## src/rtl/irql_pkg.sv

```systemverilog
// Shared definitions for the interrupt latch: register offsets, access
// size codes and the decoded operation type.
// Assumes: offsets fit in the address width chosen by the top.
package irql_pkg;
    localparam int OFS_PRI_STAT = 0;
    localparam int OFS_PRI_MASK = 1;
    localparam int OFS_PRI_ACK  = 2;
    localparam int OFS_SEC_STAT = 4;
    localparam int OFS_SEC_MASK = 5;
    localparam int OFS_SEC_ACK  = 6;

    typedef enum logic [1:0] {
        SZ_BYTE  = 2'd0,
        SZ_HALF  = 2'd1,
        SZ_WORD  = 2'd2,
        SZ_DWORD = 2'd3
    } acc_size_e;

    typedef enum logic [2:0] {
        OP_NONE,
        OP_PRI_RD,
        OP_PRI_MASK,
        OP_PRI_ACK,
        OP_SEC_RD,
        OP_SEC_MASK,
        OP_SEC_ACK,
        OP_BAD
    } reg_op_e;
endpackage

```

## src/rtl/irql_decode.sv

```systemverilog
// Register access decoder: turns strobes, offset and size into one
// operation code. Any access that is not supported maps to OP_BAD.
// Assumes: at most one access per cycle; purely combinational.
module irql_decode
    import irql_pkg::*;
#(
    parameter int ADDR_W = 4
) (
    input  logic              wr,
    input  logic              rd,
    input  logic [ADDR_W-1:0] addr,
    input  logic [1:0]        size,
    output reg_op_e           op
);
    localparam logic [ADDR_W-1:0] A_PRI_STAT = ADDR_W'(OFS_PRI_STAT);
    localparam logic [ADDR_W-1:0] A_PRI_MASK = ADDR_W'(OFS_PRI_MASK);
    localparam logic [ADDR_W-1:0] A_PRI_ACK  = ADDR_W'(OFS_PRI_ACK);
    localparam logic [ADDR_W-1:0] A_SEC_STAT = ADDR_W'(OFS_SEC_STAT);
    localparam logic [ADDR_W-1:0] A_SEC_MASK = ADDR_W'(OFS_SEC_MASK);
    localparam logic [ADDR_W-1:0] A_SEC_ACK  = ADDR_W'(OFS_SEC_ACK);

    logic is_byte;
    logic is_dword;
    assign is_byte  = (size == SZ_BYTE);
    assign is_dword = (size == SZ_DWORD);

    // Classify the current access.
    always_comb begin
        op = OP_NONE;
        if (wr && rd) begin
            op = OP_BAD;
        end else if (rd) begin
            if (addr == A_PRI_STAT)
                op = (is_byte || is_dword) ? OP_PRI_RD : OP_BAD;
            else if (addr == A_SEC_STAT)
                op = is_byte ? OP_SEC_RD : OP_BAD;
            else
                op = OP_BAD;
        end else if (wr) begin
            if (!is_byte)                op = OP_BAD;
            else if (addr == A_PRI_MASK) op = OP_PRI_MASK;
            else if (addr == A_PRI_ACK)  op = OP_PRI_ACK;
            else if (addr == A_SEC_MASK) op = OP_SEC_MASK;
            else if (addr == A_SEC_ACK)  op = OP_SEC_ACK;
            else                         op = OP_BAD;
        end
    end
endmodule

```

## src/rtl/irql_core.sv

```systemverilog
// Pending latch, enable register and interrupt level. Each cycle the
// post vector is applied first, then the clear vector and acknowledge,
// and the output level is recomputed from the new state at that edge.
// Assumes: ack_idx values at or above NLINES name no line.
module irql_core #(
    parameter int NLINES = 8,
    parameter int IDX_W  = 4
) (
    input  logic              clk,
    input  logic              rst_n,
    input  logic              mask_we,
    input  logic [NLINES-1:0] enable_in,
    input  logic              ack_we,
    input  logic [IDX_W-1:0]  ack_idx,
    input  logic [NLINES-1:0] set_i,
    input  logic [NLINES-1:0] clr_i,
    output logic [NLINES-1:0] pending_o,
    output logic [NLINES-1:0] enable_o,
    output logic              irq_o
);
    logic [NLINES-1:0] pending_q, enable_q, ack_vec, pend_next, en_next;
    logic              irq_q;

    // Decode the acknowledge index into a one-hot clear vector.
    always_comb begin
        ack_vec = '0;
        for (int i = 0; i < NLINES; i++)
            ack_vec[i] = ack_we && (ack_idx == IDX_W'(i));
    end

    // Next state: post, then clear and acknowledge; mask on write.
    always_comb begin
        pend_next = ((pending_q | set_i) & ~clr_i) & ~ack_vec;
        en_next   = mask_we ? enable_in : enable_q;
    end

    // State registers and output level.
    always_ff @(posedge clk) begin
        if (!rst_n) begin
            pending_q <= '0;
            enable_q  <= '0;
            irq_q     <= 1'b0;
        end else begin
            pending_q <= pend_next;
            enable_q  <= en_next;
            irq_q     <= |(pend_next & en_next);
        end
    end

    assign pending_o = pending_q;
    assign enable_o  = enable_q;
    assign irq_o     = irq_q;

    assert_irq_level_R3: assert property (@(posedge clk) disable iff (!rst_n)
        irq_q == |(pending_q & enable_q));

    assert_ack_clears_R4: assert property (@(posedge clk) disable iff (!rst_n)
        ack_we |=> ((pending_q & $past(ack_vec)) == '0));

    assert_ack_onehot_R4: assert property (@(posedge clk) disable iff (!rst_n)
        $onehot0(ack_vec));

    assert_clear_wins_R5: assert property (@(posedge clk) disable iff (!rst_n)
        (|clr_i) |=> ((pending_q & $past(clr_i)) == '0));

    assert_post_sets_R5: assert property (@(posedge clk) disable iff (!rst_n)
        (|set_i) |=> ((pending_q & $past(set_i & ~clr_i & ~ack_vec))
                      == $past(set_i & ~clr_i & ~ack_vec)));
endmodule

```

## src/rtl/irql_resp.sv

```systemverilog
// Response stage: registers read data and the error flag. Any read
// strobe loads the data register; only a good primary status read
// loads pending (zero-extended), everything else loads zero.
// Assumes: pending is sampled in the same cycle as the read strobe.
module irql_resp #(
    parameter int NLINES = 8,
    parameter int RD_W   = 64
) (
    input  logic              clk,
    input  logic              rst_n,
    input  logic              rd_strobe,
    input  logic              rd_pri,
    input  logic              bad,
    input  logic [NLINES-1:0] pending,
    output logic [RD_W-1:0]   rdata,
    output logic              err
);
    logic [RD_W-1:0] rdata_q;
    logic            err_q;

    // Capture read data and the error pulse.
    always_ff @(posedge clk) begin
        if (!rst_n) begin
            rdata_q <= '0;
            err_q   <= 1'b0;
        end else begin
            if (rd_strobe)
                rdata_q <= rd_pri ? RD_W'(pending) : '0;
            err_q <= bad;
        end
    end

    assign rdata = rdata_q;
    assign err   = err_q;

    assert_upper_zero_R7: assert property (@(posedge clk) disable iff (!rst_n)
        rdata_q[RD_W-1:NLINES] == '0);
endmodule

```

## src/rtl/irq_latch_top.sv

```systemverilog
// Maskable interrupt latch top: register decode, pending/enable core,
// response stage and the inert secondary mask register.
// Assumes: DATA_W lines, at least 4 bits wide so an index fits.
module irq_latch_top
    import irql_pkg::*;
#(
    parameter int DATA_W = 8,
    parameter int ADDR_W = 4,
    parameter int RD_W   = 64
) (
    input  logic              clk,
    input  logic              rst_n,
    input  logic              reg_wr,
    input  logic              reg_rd,
    input  logic [ADDR_W-1:0] reg_addr,
    input  logic [1:0]        reg_size,
    input  logic [DATA_W-1:0] reg_wdata,
    output logic [RD_W-1:0]   reg_rdata,
    output logic              reg_err,
    input  logic [DATA_W-1:0] dev_post,
    input  logic [DATA_W-1:0] dev_clear,
    output logic              irq_out
);
    localparam int IDX_W = 4;

    reg_op_e           op;
    logic [DATA_W-1:0] pending, enable, sec_mask_q;
    logic              sec_mask_unused;

    irql_decode #(.ADDR_W(ADDR_W)) u_decode (
        .wr(reg_wr), .rd(reg_rd), .addr(reg_addr), .size(reg_size), .op(op)
    );

    irql_core #(.NLINES(DATA_W), .IDX_W(IDX_W)) u_core (
        .clk(clk), .rst_n(rst_n),
        .mask_we(op == OP_PRI_MASK), .enable_in(~reg_wdata),
        .ack_we(op == OP_PRI_ACK), .ack_idx(reg_wdata[IDX_W-1:0]),
        .set_i(dev_post), .clr_i(dev_clear),
        .pending_o(pending), .enable_o(enable), .irq_o(irq_out)
    );

    irql_resp #(.NLINES(DATA_W), .RD_W(RD_W)) u_resp (
        .clk(clk), .rst_n(rst_n),
        .rd_strobe(reg_rd), .rd_pri(op == OP_PRI_RD), .bad(op == OP_BAD),
        .pending(pending), .rdata(reg_rdata), .err(reg_err)
    );

    // Secondary mask: stored for software, drives nothing.
    always_ff @(posedge clk) begin
        if (!rst_n)                 sec_mask_q <= '0;
        else if (op == OP_SEC_MASK) sec_mask_q <= reg_wdata;
    end
    assign sec_mask_unused = ^sec_mask_q;

    assert_mask_inverse_R2: assert property (@(posedge clk) disable iff (!rst_n)
        (op == OP_PRI_MASK) |=> (enable == ~$past(reg_wdata)));

    assert_sec_read_zero_R8: assert property (@(posedge clk) disable iff (!rst_n)
        (op == OP_SEC_RD) |=> (reg_rdata == '0));

    assert_sec_write_inert_R8: assert property (@(posedge clk) disable iff (!rst_n)
        (op == OP_SEC_ACK || op == OP_SEC_MASK) |=> $stable(enable));

    assert_err_no_effect_R9: assert property (@(posedge clk) disable iff (!rst_n)
        reg_err |-> $stable(enable));
endmodule

```

## config.mk

```make
export PLATFORM = sky130hd
export DESIGN_NAME = irq_latch_top
export DESIGN_NICKNAME = d
export VERILOG_FILES = /design/src/rtl/irql_pkg.sv /design/src/rtl/irql_decode.sv /design/src/rtl/irql_core.sv /design/src/rtl/irql_resp.sv /design/src/rtl/irq_latch_top.sv
export SDC_FILE = /design/constraint.sdc
export NUM_CORES = 1
export LEC_CHECK = 0
export ABC_AREA = 1
export BUFFER_PORTS_ARGS = -buffer_cell sky130_fd_sc_hd__buf_2
export CORE_MARGIN = 2
export CORE_UTILIZATION = 40
export CTS_CLUSTER_DIAMETER = 60
export DETAILED_ROUTE_END_ITERATION = 6
export PLACE_DENSITY = 0.77
export SLEW_MARGIN = 30
export SYNTH_ARGS = -nofsm -noshare
export SYNTH_HDL_FRONTEND = slang
export SYNTH_SLANG_ARGS = --single-unit
```

## constraint.sdc

```tcl
create_clock -name clk -period 1.7 [get_ports clk]
set_input_delay 0.34 -clock clk [delete_from_list [all_inputs] [get_ports clk]]
set_output_delay 0.34 -clock clk [all_outputs]
set_load 0.03 [all_outputs]
```

Yosys cells after proc, flatten, opt, wreduce, memory -nomap -nowiden. Cells that the tools add are included. W data, S select, Z words.

Bitwise gates (word level): 7. Reductions and logical operators: 14. Equal/unequal tests: 17. Multiplexer cells: 14.

Operators with widths (count): $mux W3 (10); $eq A4 B3 Y1 const B (7); $and A8 B8 Y8 (3); $not A8 Y8 (3); $mux W8 (2); $eq A4 B2 Y1 const B (3); $logic_and A1 B1 Y1 (9); $eq A4 B1 Y1 const B (2); $logic_not A4 Y1 (2); $or A8 B8 Y8 (1); $reduce_or A8 Y1 (1); $eq A3 B2 Y1 const B (2); $eq A3 B1 Y1 const B (1); $eq A3 B3 Y1 const B (1); $eq A2 B2 Y1 const B (1); $logic_not A2 Y1 (1); $mux W2 (1); $logic_or A1 B1 Y1 (1); $mux W1 (1).

Output and inout port bits: 66. Bits in registers: 82. Input port bits: 34. Word-level logic and storage cells: 57.

Longest topological paths before layout.
Word-level depth: 15. Mapped depth: 16. Gate-level depth less buffers: 16.

Modules after synthesis. A second synthesis with hierarchy kept.

Cell total of the unflattened synthesis: 271. Area, all modules: 1749.2 um^2.

By module, submodules not included: irql_core (instances 1, cells each 125, area an instance 783.3 um^2, sequential area each 340.3 um^2); irql_resp (instances 1, cells each 96, area an instance 745.7 um^2, sequential area each 180.2 um^2); irql_decode (instances 1, cells each 33, area an instance 156.4 um^2, sequential area each 0.0 um^2); irq_latch_top (instances 1, cells each 17, area an instance 63.8 um^2, sequential area each 0.0 um^2).

Least setup slack after synthesis. OpenSTA, ideal clock, no wires.

Kind: input port to flip-flop. Start: input reg_size[0]. End: register u_core.irq_q (netlist: u_core.irq_o). Setup slack: -0.038 ns. Required time: 1.572 ns. Stages on the path: 16. Buffers on the path: 0. Data arrival time: 1.611 ns. Library setup time: 0.128 ns. Path through: inv_1 -> ha_1 -> inv_1 -> nand3_1 -> nand2_1 -> nand2_2 -> nand2_4 -> nand2_4 -> nor2_8 -> nand2_2 -> nand2_1 -> nor2_1 -> nor2_1 -> nand2_1 -> nor2_1 -> nor2_1.

Longest elaborated chain between the ends: 12. Elaborated cells between the ends (all ways): 26. Those cells by class: eq/ne: 3; mux: 9; bitwise: 3; reduce/logical: 11.

Ends and longest elaborated chain: start: declaration (line irq_latch_top.sv:16) `input logic [1:0] reg_size,`; $logic_not A2 Y1 / $eq A2 B2 Y1 (equally long branches) (line irql_decode.sv:24, irql_decode.sv:25); $mux W2 / $logic_or A1 B1 Y1 (equally long branches) (line irql_decode.sv:36, irql_decode.sv:34); $mux W3 (on tied branches) (line irql_decode.sv:35, irql_decode.sv:34); $mux W3 (line irql_decode.sv:33) `if (addr == A_PRI_STAT)`; $mux W3 (*) (line irql_decode.sv:32) `end else if (rd) begin`; $mux W3 (*) (line irql_decode.sv:30) `if (wr && rd) begin`; $eq A3 B2 Y1 (line irq_latch_top.sv:37) `.ack_we(op == OP_PRI_ACK), .ack_idx(reg_wdata[IDX_W-1:0]),`; $logic_and A1 B1 Y1 (line irql_core.sv:28) `ack_vec[i] = ack_we && (ack_idx == IDX_W'(i));`; $not A8 Y8 (line irql_core.sv:33) `pend_next = ((pending_q | set_i) & ~clr_i) & ~ack_vec;`; $and A8 B8 Y8 (line irql_core.sv:33); $and A8 B8 Y8 (*) (line irql_core.sv:46) `irq_q <= |(pend_next & en_next);`; $reduce_or A8 Y1 (*) (line irql_core.sv:46); end signal: assignment (line irql_core.sv:46); end: declaration (line irql_core.sv:22) `logic irq_q;`.

Mark *: on every way between the ends. The rest lies on a longest branch, timed or not. A chain may end at the register's enable or synchronous reset.

Worst setup path after layout. Ends and elaborated chain as after synthesis.

==> results.sh <==
export IMPL_drc=0
export IMPL_grt_pass1_vias=1273
export IMPL_grtUsageTotal_pct=13.8
export IMPL_seq_power_share_pct=45.0
export IMPL_r2r_start="u_core.pending_o[3]"
export IMPL_netlist_cell_type_count=23
export IMPL_grt_start_max_net_pins=26
export IMPL_globalRouteMet3Util_pct=2.45
export IMPL_post_cts_buffers=0
export IMPL_drv_slew=0
export IMPL_clock_latency_ps=260
export IMPL_vias=1509
export IMPL_irDropWorstVdd_mv=0.285
export IMPL_pre_cts_ws_ps=-322
export IMPL_cp_depth=17
export IMPL_run_status="finished clean"
export IMPL_vias_per_cell=4.05
export IMPL_crit_family="simple AND/OR/NAND/NOR gates"
export IMPL_crit_end="u_core.irq_o"
export IMPL_place_inst=370
export IMPL_worstPathRequired_ps=1860
export IMPL_final_antenna_net_count=0
export IMPL_post_route_period_util_pct=97.2
export IMPL_p_int_uw=912
export IMPL_fillers=460
export IMPL_reg2reg_to="u_core.irq_o"
export IMPL_wl_per_cell_um=8.97
export IMPL_max_cap_violations=0
export IMPL_comb_power_share_pct=31.1
export IMPL_critPathLaunch="reg_size[0]"
export IMPL_max_clock_path_buffers=2
export IMPL_root_buffer="clkbuf_8"
export IMPL_layout_drive_gt1_share_pct=30.8
export IMPL_avgSynthCellArea_um2=6.75
export IMPL_cp_arrival_ps=1810
export IMPL_antenna_found_initial=0
export IMPL_crit_path_start_kind="primary input"
export IMPL_synthAdderAreaFrac_pct=0.713
export IMPL_yosys_area_share_simple_pct=36.7
export IMPL_antenna_cells=0
export IMPL_die_area_um2=4930
export IMPL_syn_area_um2=1750
export IMPL_io_pins=100
export IMPL_hold_viol=0
export IMPL_p_sw_share_pct=35.8
export IMPL_reg2reg_slack_ps=640
export IMPL_grt_pass1_wl_um=5510
export IMPL_crit_fanout=7
export IMPL_power_share_clock_pct=23.9
export IMPL_synth_compound_area_share_pct=2.71
export IMPL_critPathKind="in -> reg"
export IMPL_cp_end_kind="flop"
export IMPL_instances_no_fill=373
export IMPL_routed_wirelength_um=3340
export IMPL_setup_viol=0
export IMPL_start_util_pct=40.9
export IMPL_cts_tree="done"
export IMPL_first_pass_iters=4
export IMPL_timing_fmax_mhz=605
export IMPL_placementRows=24
export IMPL_p_total_uw=1420
export IMPL_initialDrtViolationCount=65
export IMPL_synth_xor_xnor_area_share_pct=0.499
export IMPL_seq_area_frac_synth_pct=29.7
export IMPL_met2_usage_pct=22.5
export IMPL_ys_warn_count=0
export IMPL_path_clk_slew_ps=80
export IMPL_rsz0062_at_grt="yes"
export IMPL_p_leak_uw=0.00110
export IMPL_power_switching_uw=509
export IMPL_die_w_um=70.2
export IMPL_muxShareOfSynthArea_pct=0
export IMPL_clock_skew_ps=1.74
export IMPL_cpMaxStageDelayCell="ha_4"
export IMPL_path_cells="buf_6 > inv_4 > ha_4 > inv_2 > nand3_2 > nand2_2 > nand2_2 > nand2_4 > nand2_4 > nor2_8 > nand2_2 > nand2_2 > nor2_1 > nor2_1 > nand2_1 > nor2_1 > nor2_1"
export IMPL_rr_worst_depth=8
export IMPL_layout_common_cells="56 x conb_1, 48 x nand2_1, 48 x nor2_1, 41 x buf_2, 26 x dfxtp_1"
export IMPL_areaGrowthSynthToFinish_pct=19.3
export IMPL_p_per_area_nw_per_um2=679
export IMPL_ys_ff_latch=26
export IMPL_final_common_cell="conb_1"
export IMPL_hp_class="in -> reg"
export IMPL_port_buffers=43
export IMPL_core_region_area_um2=4290
export IMPL_min_period_ps=1650
export IMPL_layout_setup_ws_ps=48.4
export IMPL_die_height_um=70.2
export IMPL_hold_slack_ps=309
export IMPL_syn_inst=260
export IMPL_gp_congestion=0.876
export IMPL_dpl_hpwl_um=2740
export IMPL_clock_sinks=26
export IMPL_fin_nets=358
export IMPL_tritoncts_num_buffers=3
export IMPL_slowest_delay_ps=190
export IMPL_htreeDepth=1
export IMPL_grt_util_met1_pct=18.9
export IMPL_crit_buf_inv=3
export IMPL_grt_overflow_total=0
export IMPL_top_usage_layer="met2"
export IMPL_synth_top_family_by_area="simple AND/OR/NAND/NOR gates"
## final cells by class
| cell class | count | area, um2 | share of cell area (%) |
|---|---|---|---|
| Clock buffer | 3 | 41.3 | 1.97 |
| Inverter | 24 | 105 | 5.02 |
| Multi-Input combinational cell | 207 | 991 | 47.3 |
| Tap cell | 52 | 65.1 | 3.11 |
| Sequential cell | 26 | 520 | 24.9 |
| Timing Repair Buffer | 61 | 370 | 17.7 |
## stage by stage
stage                     cell area, um2  util [%]  TNS (ps)
after floorplan                     2000         -     -4.14
after global placement              1990      46.2      -650
after detailed placement            1990      46.2     -1150
after CTS                           2030      47.3         0
after global routing                2090      48.7      -103
final                               2090      48.7         0
## registers in the layout, summed over array words and instances, names as in the netlist
name	cells
u_core.irq_o	1
u_core.pending_o	8
u_core.enable_o	8
u_resp.rdata	8
u_resp.err	1
## worst register-to-register path, cell delays in order (launching register included)
cell and delay [ps]:
dfxtp_1 320, nor2_1 80, nor2_1 60, nand2_1 90, nor2_1 50, nor2_1 140, nand2_1 60, nor2_1 110
nor2_1 50
## power groups by stage
stage	clock (uW)	sequential (uW)	combinational, uW
final	340	640	442
after global routing	378	642	482
after CTS	348	640	427
after detailed placement	0	654	426
after global placement	0	654	420
after floorplan	0	666	393
## cells in the mapped netlist
| cell type | instances | area [um2] |
|---|---|---|
| nand2_2 | 5 | 31.3 |
| inv_1 | 22 | 82.6 |
| dfxtp_1 | 26 | 521 |
| nor2_8 | 1 | 20.0 |
| clkbuf_1 | 2 | 7.51 |
| nand2_4 | 2 | 22.5 |
| a22oi_1 | 1 | 7.51 |
| nor2_2 | 4 | 25.0 |
| nand4_1 | 5 | 31.3 |
| nor3_1 | 9 | 45.0 |
| xor2_1 | 1 | 8.76 |
| nor2_1 | 49 | 184 |
| ha_1 | 1 | 12.5 |
| inv_2 | 2 | 7.51 |
| buf_4 | 56 | 420 |
| nand2_8 | 1 | 20.0 |
| a21oi_1 | 7 | 35.0 |
| o21ai_1 | 1 | 5.00 |
| nand3_4 | 1 | 17.5 |
| nand2_1 | 56 | 210 |
| nand3_1 | 6 | 30.0 |
| or2_2 | 1 | 6.26 |
| conb_1 | 1 | 3.75 |
## worst min path at each step
stage,slack (ps),cells after the start,end,start
finish,310,3,u_resp.err,rst_n
global route,320,3,u_resp.err,rst_n
CTS,310,3,u_resp.err,rst_n
detailed placement,460,2,u_resp.rdata[7],u_core.pending_o[7]
global placement,450,2,u_resp.rdata[1],u_core.pending_o[1]
floorplan,440,2,u_resp.rdata[1],u_core.pending_o[1]
## cells by family (layout without fill, tap and decap cells)
family                   after synthesis  after routing
adder cells (fa/ha/maj)                1              1
buffers and inverters                 82             88
AO/OA/AOI/OAI                          9              9
flip-flops                            26             26
other                                  1             56
AND/OR/NAND/NOR                      140            140
XOR/XNOR                               1              1
## routing by layer
metal  vias to the layer above  share of wire (%)
li1                        811                  -
met1                       631                 47
met2                        62                 45
met3                         5                7.1
met4                         0               0.93
met5                         -                  0
## repair_timing
| action | 4_1_cts | 5_1_grt |
|---|---|---|
| hold buffers | 0 | 0 |
| setup endpoints to repair | 1 | 1 |
| gates resized for setup | 1 | 18 |
| pin swaps | 2 | 13 |
| hold endpoints to repair | 0 | 0 |
Power figures use the tool's default switching activity.
